--- src/rtl/fwp_pkg.sv ---
// Package: shared types for the flash write-protect unit.
// Assumes: nothing beyond the 1800-2017 language.
package fwp_pkg;
    // Protection class selected by the protect register value.
    typedef enum logic [1:0] {
        PROT_ALL        = 2'd0,  // whole array refused
        PROT_FROM_START = 2'd1,  // refuse from page start upwards
        PROT_VEC_ONLY   = 2'd2   // only the fixed top region refused
    } prot_mode_e;
endpackage

--- src/rtl/fwp_prot_reg.sv ---
// Module: fwp_prot_reg
// Holds the block-protect value written over the register port.
// Assumes: single-cycle write strobe, synchronous active-low reset to 0.
module fwp_prot_reg #(
    parameter int DATA_W = 8
) (
    input  logic              clk,
    input  logic              rst_n,
    input  logic              we,
    input  logic [DATA_W-1:0] wdata,
    output logic [DATA_W-1:0] q
);
    // Register update: reset clears, write strobe loads.
    always_ff @(posedge clk) begin
        if (!rst_n)  q <= '0;
        else if (we) q <= wdata;
    end

    // reset brings the register to zero
    assert_reg_reset_R1: assert property (@(posedge clk)
        !rst_n |=> (q == '0));

    // written data is visible on the following cycle
    assert_reg_write_R2: assert property (@(posedge clk) disable iff (!rst_n)
        we |=> (q == $past(wdata)));

    // without a write the value holds
    assert_reg_hold_R2: assert property (@(posedge clk) disable iff (!rst_n)
        !we |=> $stable(q));
endmodule

--- src/rtl/fwp_range_decode.sv ---
// Module: fwp_range_decode
// Turns the protect value into a start address and classifies one address.
// Assumes: ADDR_W == (DATA_W-1) + PAGE_SHIFT, purely combinational.
module fwp_range_decode
    import fwp_pkg::*;
#(
    parameter int              ADDR_W     = 16,
    parameter int              DATA_W     = 8,
    parameter int              PAGE_SHIFT = 9,
    parameter logic [15:0]     MAP_LO     = 16'h0800,
    parameter logic [15:0]     VEC_LO     = 16'hFFCF,
    parameter logic [7:0]      ALL_MAX    = 8'h09,
    parameter logic [7:0]      TOP_MIN    = 8'hFC
) (
    input  logic [DATA_W-1:0] cfg,
    input  logic [ADDR_W-1:0] addr,
    output prot_mode_e        mode,
    output logic [ADDR_W-1:0] start_addr,
    output logic              in_map,
    output logic              prot
);
    localparam int FIELD_W = DATA_W - 1;
    localparam logic [ADDR_W-1:0] MAP_LO_A = ADDR_W'(MAP_LO);
    localparam logic [ADDR_W-1:0] VEC_LO_A = ADDR_W'(VEC_LO);

    logic vec_hit;

    // Classify the register value into one of three protection classes.
    always_comb begin
        if (cfg <= DATA_W'(ALL_MAX))      mode = PROT_ALL;
        else if (cfg >= DATA_W'(TOP_MIN)) mode = PROT_VEC_ONLY;
        else                              mode = PROT_FROM_START;
    end

    // Page-aligned start address from the upper register bits.
    always_comb begin
        start_addr = ADDR_W'(cfg[DATA_W-1 -: FIELD_W]) << PAGE_SHIFT;
    end

    // Address classification against window, vector region and start.
    always_comb begin
        in_map  = (addr >= MAP_LO_A);
        vec_hit = (addr >= VEC_LO_A);
        prot    = vec_hit
                | (mode == PROT_ALL)
                | ((mode == PROT_FROM_START) && (addr >= start_addr));
    end
endmodule

--- src/rtl/fwp_req_gate.sv ---
// Module: fwp_req_gate
// Passes allowed requests downstream, drops refused and unmapped ones,
// and keeps the sticky violation flag.
// Assumes: prot/in_map are valid whenever req_valid is high.
module fwp_req_gate (
    input  logic clk,
    input  logic rst_n,
    input  logic req_valid,
    input  logic in_map,
    input  logic prot,
    input  logic fwd_ready,
    input  logic viol_clr,
    output logic req_ready,
    output logic fwd_valid,
    output logic req_oor,
    output logic viol_flag
);
    logic blocked;
    logic allowed;

    // Handshake steering: allowed requests wait on downstream, others are taken now.
    always_comb begin
        allowed   = in_map && !prot;
        blocked   = req_valid && in_map && prot;
        req_oor   = req_valid && !in_map;
        fwd_valid = req_valid && allowed;
        req_ready = allowed ? fwd_ready : 1'b1;
    end

    // Sticky violation flag: a refused request wins over the clear strobe.
    always_ff @(posedge clk) begin
        if (!rst_n)        viol_flag <= 1'b0;
        else if (blocked)  viol_flag <= 1'b1;
        else if (viol_clr) viol_flag <= 1'b0;
    end

    // a refused request is taken and not forwarded
    assert_block_drop_R9: assert property (@(posedge clk) disable iff (!rst_n)
        (req_valid && in_map && prot) |-> (req_ready && !fwd_valid));

    // a refused request leaves the flag set
    assert_block_flag_R9: assert property (@(posedge clk) disable iff (!rst_n)
        (req_valid && in_map && prot) |=> viol_flag);

    // flag holds without a clear
    assert_flag_sticky_R10: assert property (@(posedge clk) disable iff (!rst_n)
        (viol_flag && !viol_clr) |=> viol_flag);

    // clear without a new refusal empties the flag
    assert_flag_clear_R10: assert property (@(posedge clk) disable iff (!rst_n)
        (viol_clr && !(req_valid && in_map && prot)) |=> !viol_flag);

    // unmapped requests are taken, not forwarded, and leave the flag alone
    assert_oor_drop_R11: assert property (@(posedge clk) disable iff (!rst_n)
        req_oor |-> (req_ready && !fwd_valid));
    assert_oor_flag_R11: assert property (@(posedge clk) disable iff (!rst_n)
        (req_oor && !viol_clr) |=> (viol_flag == $past(viol_flag)));
endmodule

--- src/rtl/flash_wprot.sv ---
// Module: flash_wprot (top)
// Flash block write-protect unit: protect register, range decode and
// request gate. Forwards allowed program/erase requests unchanged.
// Assumes: synchronous active-low reset; downstream obeys valid/ready.
module flash_wprot
    import fwp_pkg::*;
#(
    parameter int          ADDR_W     = 16,
    parameter int          DATA_W     = 8,
    parameter int          PAGE_SHIFT = 9,
    parameter logic [15:0] MAP_LO     = 16'h0800,
    parameter logic [15:0] VEC_LO     = 16'hFFCF,
    parameter logic [7:0]  ALL_MAX    = 8'h09,
    parameter logic [7:0]  TOP_MIN    = 8'hFC
) (
    input  logic              clk,
    input  logic              rst_n,
    input  logic              reg_we,
    input  logic [DATA_W-1:0] reg_wdata,
    output logic [DATA_W-1:0] reg_rdata,
    input  logic              req_valid,
    output logic              req_ready,
    input  logic [ADDR_W-1:0] req_addr,
    input  logic              req_erase,
    output logic              fwd_valid,
    input  logic              fwd_ready,
    output logic [ADDR_W-1:0] fwd_addr,
    output logic              fwd_erase,
    output logic              req_oor,
    output logic              viol_flag,
    input  logic              viol_clr
);
    localparam logic [ADDR_W-1:0] MAP_LO_A = ADDR_W'(MAP_LO);
    localparam logic [ADDR_W-1:0] VEC_LO_A = ADDR_W'(VEC_LO);
    localparam logic [DATA_W-1:0] OPEN_CODE = '1;

    logic [DATA_W-1:0] cfg_q;
    prot_mode_e        mode;
    logic [ADDR_W-1:0] start_addr;
    logic              in_map;
    logic              prot;

    fwp_prot_reg #(.DATA_W(DATA_W)) u_reg (
        .clk   (clk),
        .rst_n (rst_n),
        .we    (reg_we),
        .wdata (reg_wdata),
        .q     (cfg_q)
    );

    fwp_range_decode #(
        .ADDR_W(ADDR_W), .DATA_W(DATA_W), .PAGE_SHIFT(PAGE_SHIFT),
        .MAP_LO(MAP_LO), .VEC_LO(VEC_LO), .ALL_MAX(ALL_MAX), .TOP_MIN(TOP_MIN)
    ) u_dec (
        .cfg        (cfg_q),
        .addr       (req_addr),
        .mode       (mode),
        .start_addr (start_addr),
        .in_map     (in_map),
        .prot       (prot)
    );

    fwp_req_gate u_gate (
        .clk       (clk),
        .rst_n     (rst_n),
        .req_valid (req_valid),
        .in_map    (in_map),
        .prot      (prot),
        .fwd_ready (fwd_ready),
        .viol_clr  (viol_clr),
        .req_ready (req_ready),
        .fwd_valid (fwd_valid),
        .req_oor   (req_oor),
        .viol_flag (viol_flag)
    );

    // Register readback and pass-through payload.
    always_comb begin
        reg_rdata = cfg_q;
        fwd_addr  = req_addr;
        fwd_erase = req_erase;
    end

    // the vector region is never forwarded
    assert_vec_locked_R7: assert property (@(posedge clk) disable iff (!rst_n)
        (req_valid && req_addr >= VEC_LO_A) |-> !fwd_valid);

    // open code forwards everything in the window below the vector region
    assert_open_pass_R6: assert property (@(posedge clk) disable iff (!rst_n)
        (req_valid && reg_rdata == OPEN_CODE && req_addr >= MAP_LO_A
         && req_addr < VEC_LO_A) |-> (fwd_valid && req_ready == fwd_ready));

    // start address always lies on a page boundary
    assert_page_align_R3: assert property (@(posedge clk) disable iff (!rst_n)
        (start_addr[PAGE_SHIFT-1:0] == '0));

    // whole-array class forwards nothing
    assert_whole_lock_R5: assert property (@(posedge clk) disable iff (!rst_n)
        (mode == PROT_ALL) |-> !fwd_valid);
endmodule

--- config.mk ---
export PLATFORM = sky130hd
export DESIGN_NAME = flash_wprot
export DESIGN_NICKNAME = d
export VERILOG_FILES = /design/src/rtl/fwp_pkg.sv /design/src/rtl/fwp_prot_reg.sv /design/src/rtl/fwp_range_decode.sv /design/src/rtl/fwp_req_gate.sv /design/src/rtl/flash_wprot.sv
export SDC_FILE = /design/constraint.sdc
export NUM_CORES = 1
export LEC_CHECK = 0
export ABC_AREA = 1
export BUFFER_PORTS_ARGS = -buffer_cell sky130_fd_sc_hd__buf_2
export CORE_UTILIZATION = 35
export CTS_BUF_LIST = sky130_fd_sc_hd__clkbuf_8
export DETAILED_ROUTE_END_ITERATION = 10
export GPL_TIMING_DRIVEN = 0
export PLACE_DENSITY_LB_ADDON = 0.15
export SLEW_MARGIN = 20
export SYNTH_ARGS = -nofsm -noshare
export SYNTH_HDL_FRONTEND = slang
export SYNTH_SLANG_ARGS = --single-unit
--- constraint.sdc ---
create_clock -name clk -period 1.8 [get_ports clk]
set_input_delay 0.36 -clock clk [delete_from_list [all_inputs] [get_ports clk]]
set_output_delay 0.36 -clock clk [all_outputs]
set_load 0.02 [all_outputs]
==> metrics.txt <==
# TYPE chip_impl_metric gauge
chip_impl_info{name="holdCritPathClass",value="in2reg"} 1
chip_impl_metric{name="post_synthesis_cell_type_count",unit=""} 19
chip_impl_info{name="run_status",value="finished, violations left"} 1
chip_impl_metric{name="dieHeight",unit="µm"} 50.5
chip_impl_metric{name="period_needed",unit="ns"} 1.99
chip_impl_metric{name="globalRouteMet2Util",unit=""} 0.344
chip_impl_metric{name="min_delay_path_depth",unit=""} 3
chip_impl_metric{name="final.setup.worst_slack",unit="ns"} -0.195
chip_impl_metric{name="synth-warning-count",unit=""} 0
chip_impl_metric{name="floorplan.io_pins",unit=""} 60
chip_impl_metric{name="fmax",unit="MHz"} 501
chip_impl_metric{name="drt_drc_violations_left",unit=""} 0
chip_impl_metric{name="worst_slew_pin_slew",unit="ns"} 0.263
chip_impl_metric{name="fp-row-count",unit=""} 17
chip_impl_info{name="ys_top_cells_by_count",value="23 x nand2_1, 19 x inv_1, 18 x nor2_1"} 1
chip_impl_metric{name="drt_first_pass_iters",unit=""} 4
chip_impl_metric{name="critical_path_required",unit="ns"} 1.44
chip_impl_metric{name="insertedDiodeCount",unit=""} 0
chip_impl_info{name="yosys-top-cells-area",value="dfxtp_1 22%, buf_4 16%, ha_1 11%"} 1
chip_impl_info{name="crit_path_cell_trace",value="inv_2 > ha_4 > nand2_2 > inv_2 > nand2_1 > nor2_1 > nand2_1 > nand3_2 > nand2_4 > nand2_4 > nor2_4 > buf_6"} 1
chip_impl_metric{name="grt_use_met3",unit=""} 0.0152
chip_impl_info{name="globalRoute.busiestLayer",value="met2"} 1
chip_impl_info{name="critPathKind",value="reg2out"} 1
chip_impl_info{name="sort_of_element_at_the_end_of_the_critical_path",value="output port"} 1
chip_impl_metric{name="tns",unit="ns"} -0.381
chip_impl_metric{name="timing.clock.skew",unit="ns"} 0.00258
chip_impl_metric{name="cpPeakStageDelay",unit="ns"} 0.32
chip_impl_metric{name="die_area",unit="µm²"} 2550
chip_impl_info{name="rsz0062_at_grt",value="true"} 1
chip_impl_info{name="synth_top_flop_cell",value="dfxtp_1"} 1
chip_impl_metric{name="final_hold_viol_count",unit=""} 0
chip_impl_metric{name="yosysSeqAreaShare",unit=""} 0.219
chip_impl_info{name="start_kind",value="flip-flop"} 1
chip_impl_metric{name="total_leakage_power",unit="µW"} 0.000793
chip_impl_info{name="cts_root_buffer",value="clkbuf_8"} 1
chip_impl_metric{name="worst_skew_late_latency",unit="ns"} 0.23
chip_impl_info{name="path_delay_family",value="simple AND/OR/NAND/NOR gates"} 1
chip_impl_metric{name="maximum_number_of_pins_on_one_net_before_global_route_repair",unit=""} 11
chip_impl_metric{name="gr-total-overflow",unit=""} 0
chip_impl_metric{name="worst_slew_margin_rel",unit=""} 0.824
chip_impl_metric{name="cts_hold_buf",unit=""} 0
chip_impl_metric{name="worst_ir_drop_vdd",unit="µV"} 506
chip_impl_metric{name="maxCapViolations",unit=""} 0
chip_impl_metric{name="drtAntennaViolNets",unit=""} 0
chip_impl_metric{name="synth_largest_type_area_fraction",unit=""} 0.219
chip_impl_metric{name="worst-r2r-cell-count",unit=""} 14
chip_impl_info{name="leading_cell_type_by_number_of_instances_after_synthesis",value="nand2_1"} 1
chip_impl_metric{name="port-buffer-count",unit=""} 58
chip_impl_metric{name="clockBufferDepth",unit=""} 2
chip_impl_metric{name="h-tree-depth",unit=""} 1
chip_impl_metric{name="final_slew_violations",unit=""} 0
chip_impl_metric{name="layout.core_utilization",unit=""} 0.649
chip_impl_metric{name="initial_utilization",unit=""} 0.372
chip_impl_metric{name="global_route_wire_length_before_repair",unit="mm"} 3.61
chip_impl_metric{name="core_area",unit="µm²"} 2210
chip_impl_metric{name="fillers",unit=""} 215
chip_impl_info{name="synth_top_cell_by_area",value="dfxtp_1"} 1
chip_impl_metric{name="pre_cts_worst_setup_slack",unit="ns"} -0.116
chip_impl_metric{name="synth-edff-count",unit=""} 0
chip_impl_info{name="cts_tree",value="done"} 1
chip_impl_metric{name="cts-buffers-inserted",unit=""} 3
chip_impl_metric{name="synthCells",unit=""} 129
chip_impl_metric{name="synth_area",unit="µm²"} 823
chip_impl_metric{name="route.detailed.wl_per_inst",unit="µm"} 10.2
chip_impl_metric{name="cp.buffers_inverters",unit=""} 3
chip_impl_metric{name="detail_route.iter0.violations",unit=""} 7
chip_impl_metric{name="cp.depth",unit=""} 12
chip_impl_metric{name="layout-drive-gt1-share",unit=""} 0.649
chip_impl_info{name="failed_checks",value="setup timing"} 1
chip_impl_metric{name="cts.sinks",unit=""} 9
chip_impl_metric{name="power-per-cell-area",unit="nW/µm²"} 570
chip_impl_metric{name="final.period_utilization",unit=""} 1.11
chip_impl_metric{name="gp_congestion",unit=""} 0.782
chip_impl_metric{name="gr-usage-met1",unit=""} 0.210
chip_impl_metric{name="post-dp-hpwl",unit="mm"} 1.71
chip_impl_info{name="timing.critical_path.slowest_stage_cell",value="dfxtp_2"} 1
chip_impl_metric{name="crit_path_max_fanout",unit=""} 3
chip_impl_metric{name="path_clk_slew",unit="ns"} 0.04
chip_impl_metric{name="postSynthNetCount",unit=""} 167
chip_impl_metric{name="fin_nets",unit=""} 244
chip_impl_metric{name="report.final.setup_viol",unit=""} 2
chip_impl_metric{name="antenna_found_initial",unit=""} 0
chip_impl_metric{name="async_reset_ff_frac",unit=""} 0
chip_impl_metric{name="dieWidth",unit="µm"} 50.5
chip_impl_metric{name="yosys_register_bits",unit=""} 9
chip_impl_metric{name="post_drt_via_cell_ratio",unit=""} 4.50
chip_impl_metric{name="synth.avg_cell_area",unit="µm²"} 6.38
chip_impl_metric{name="critPathArrivalTime",unit="ns"} 1.63
chip_impl_metric{name="first_global_vias",unit=""} 909
chip_impl_metric{name="detailroute.via_count",unit=""} 1049
chip_impl_metric{name="syn2layout_area_growth",unit="%"} 74.5
chip_impl_metric{name="gr-usage-all-layers",unit=""} 0.187
chip_impl_metric{name="drt_wl_total",unit="mm"} 2.37
routing by layer:
metal  vias to the layer above  wire length (µm)
met4                         0                64
met3                         7               134
met5                         -                 0
met2                        40              1180
met1                       464               987
li1                        538                 -
worst reg2reg max path, cell delays in order, from the launching register on:
cell and delay [ns]:
dfxtp_2 0.32, inv_2 0.05, ha_4 0.27, nand2_2 0.05, inv_2 0.06, nand2_1 0.05, nor2_1 0.12, nand2_1 0.11
nand3_2 0.09, nand2_4 0.06, nand2_4 0.07, buf_4 0.10, buf_4 0.09, nand2_2 0.04, a21oi_2 0.09
registers in the layout, indices dropped and copies added, names as in the netlist:
name	count
u_reg.q	8
u_gate.viol_flag	1
stage by stage:
stage / hold WS (ns) / area, µm² / instances / power [µW]
global placement: 0.457 / 1160 / 215 / 497
finish: 0.358 / 1440 / 233 / 818
floorplan: 0.482 / 836 / 129 / 406
global route: 0.372 / 1440 / 233 / 872
detailed placement: 0.466 / 1160 / 215 / 504
CTS: 0.356 / 1380 / 229 / 796
area by class of cell:
type	instances	area (µm²)	area share
Clock buffer	3	41.3	0.0287
Buffer	18	133	0.0923
Tap cell	28	35.0	0.0244
Sequential cell	9	189	0.132
Multi-Input combinational cell	81	549	0.382
Timing Repair Buffer	72	404	0.281
Inverter	21	81.3	0.0566
Clock inverter	1	3.75	0.00261
timing repair:
action | 4_1_cts | 5_1_grt
hold endpoints to repair | 0 | 0
setup endpoints to repair | 2 | 2
pin swaps | 15 | 6
setup buffers | 10 | 4
resized for setup | 22 | 9
final timing paths:
check / start / end / slack, ns
setup reg to reg: u_reg.q[3]$_SDFFE_PN0P_ / u_gate.viol_flag$_SDFFE_PN0P_ / 0.16
setup / recovery: u_reg.q[3]$_SDFFE_PN0P_ / fwd_valid / -0.19
hold reg to reg: u_gate.viol_flag$_SDFFE_PN0P_ / u_gate.viol_flag$_SDFFE_PN0P_ / 0.47
hold / removal: reg_wdata[1] / u_reg.q[1]$_SDFFE_PN0P_ / 0.36
kinds of logic (layout without fill, tap and decap cells):
kind of cell	count (synthesis)	after routing	synth area share
AO/OA/AOI/OAI	17	17	0.108
AND/OR/NAND/NOR	57	57	0.310
buffers and inverters	39	115	0.257
adder cells (fa/ha/maj)	7	7	0.106
flip-flops	9	9	0.219
power by group:
group | total (µW) | internal, µW | leakage, µW | switching (µW)
sequential | 227 | 217 | 0.0000768 | 9.24
combinational | 365 | 172 | 0.000689 | 193
clock | 227 | 148 | 0.0000269 | 78.2
layout by cell type, fill, tap and decap left out, drive strengths merged:
master	n
a21oi	9
and2	1
buf	90
clkbuf	3
dfxtp	9
ha	7
inv	22
nand2	27
nand3	2
nand3b	1
nand4	3
nor2	21
nor3	2
o21ai	8
No activity file was read; power rests on OpenSTA's default activity.
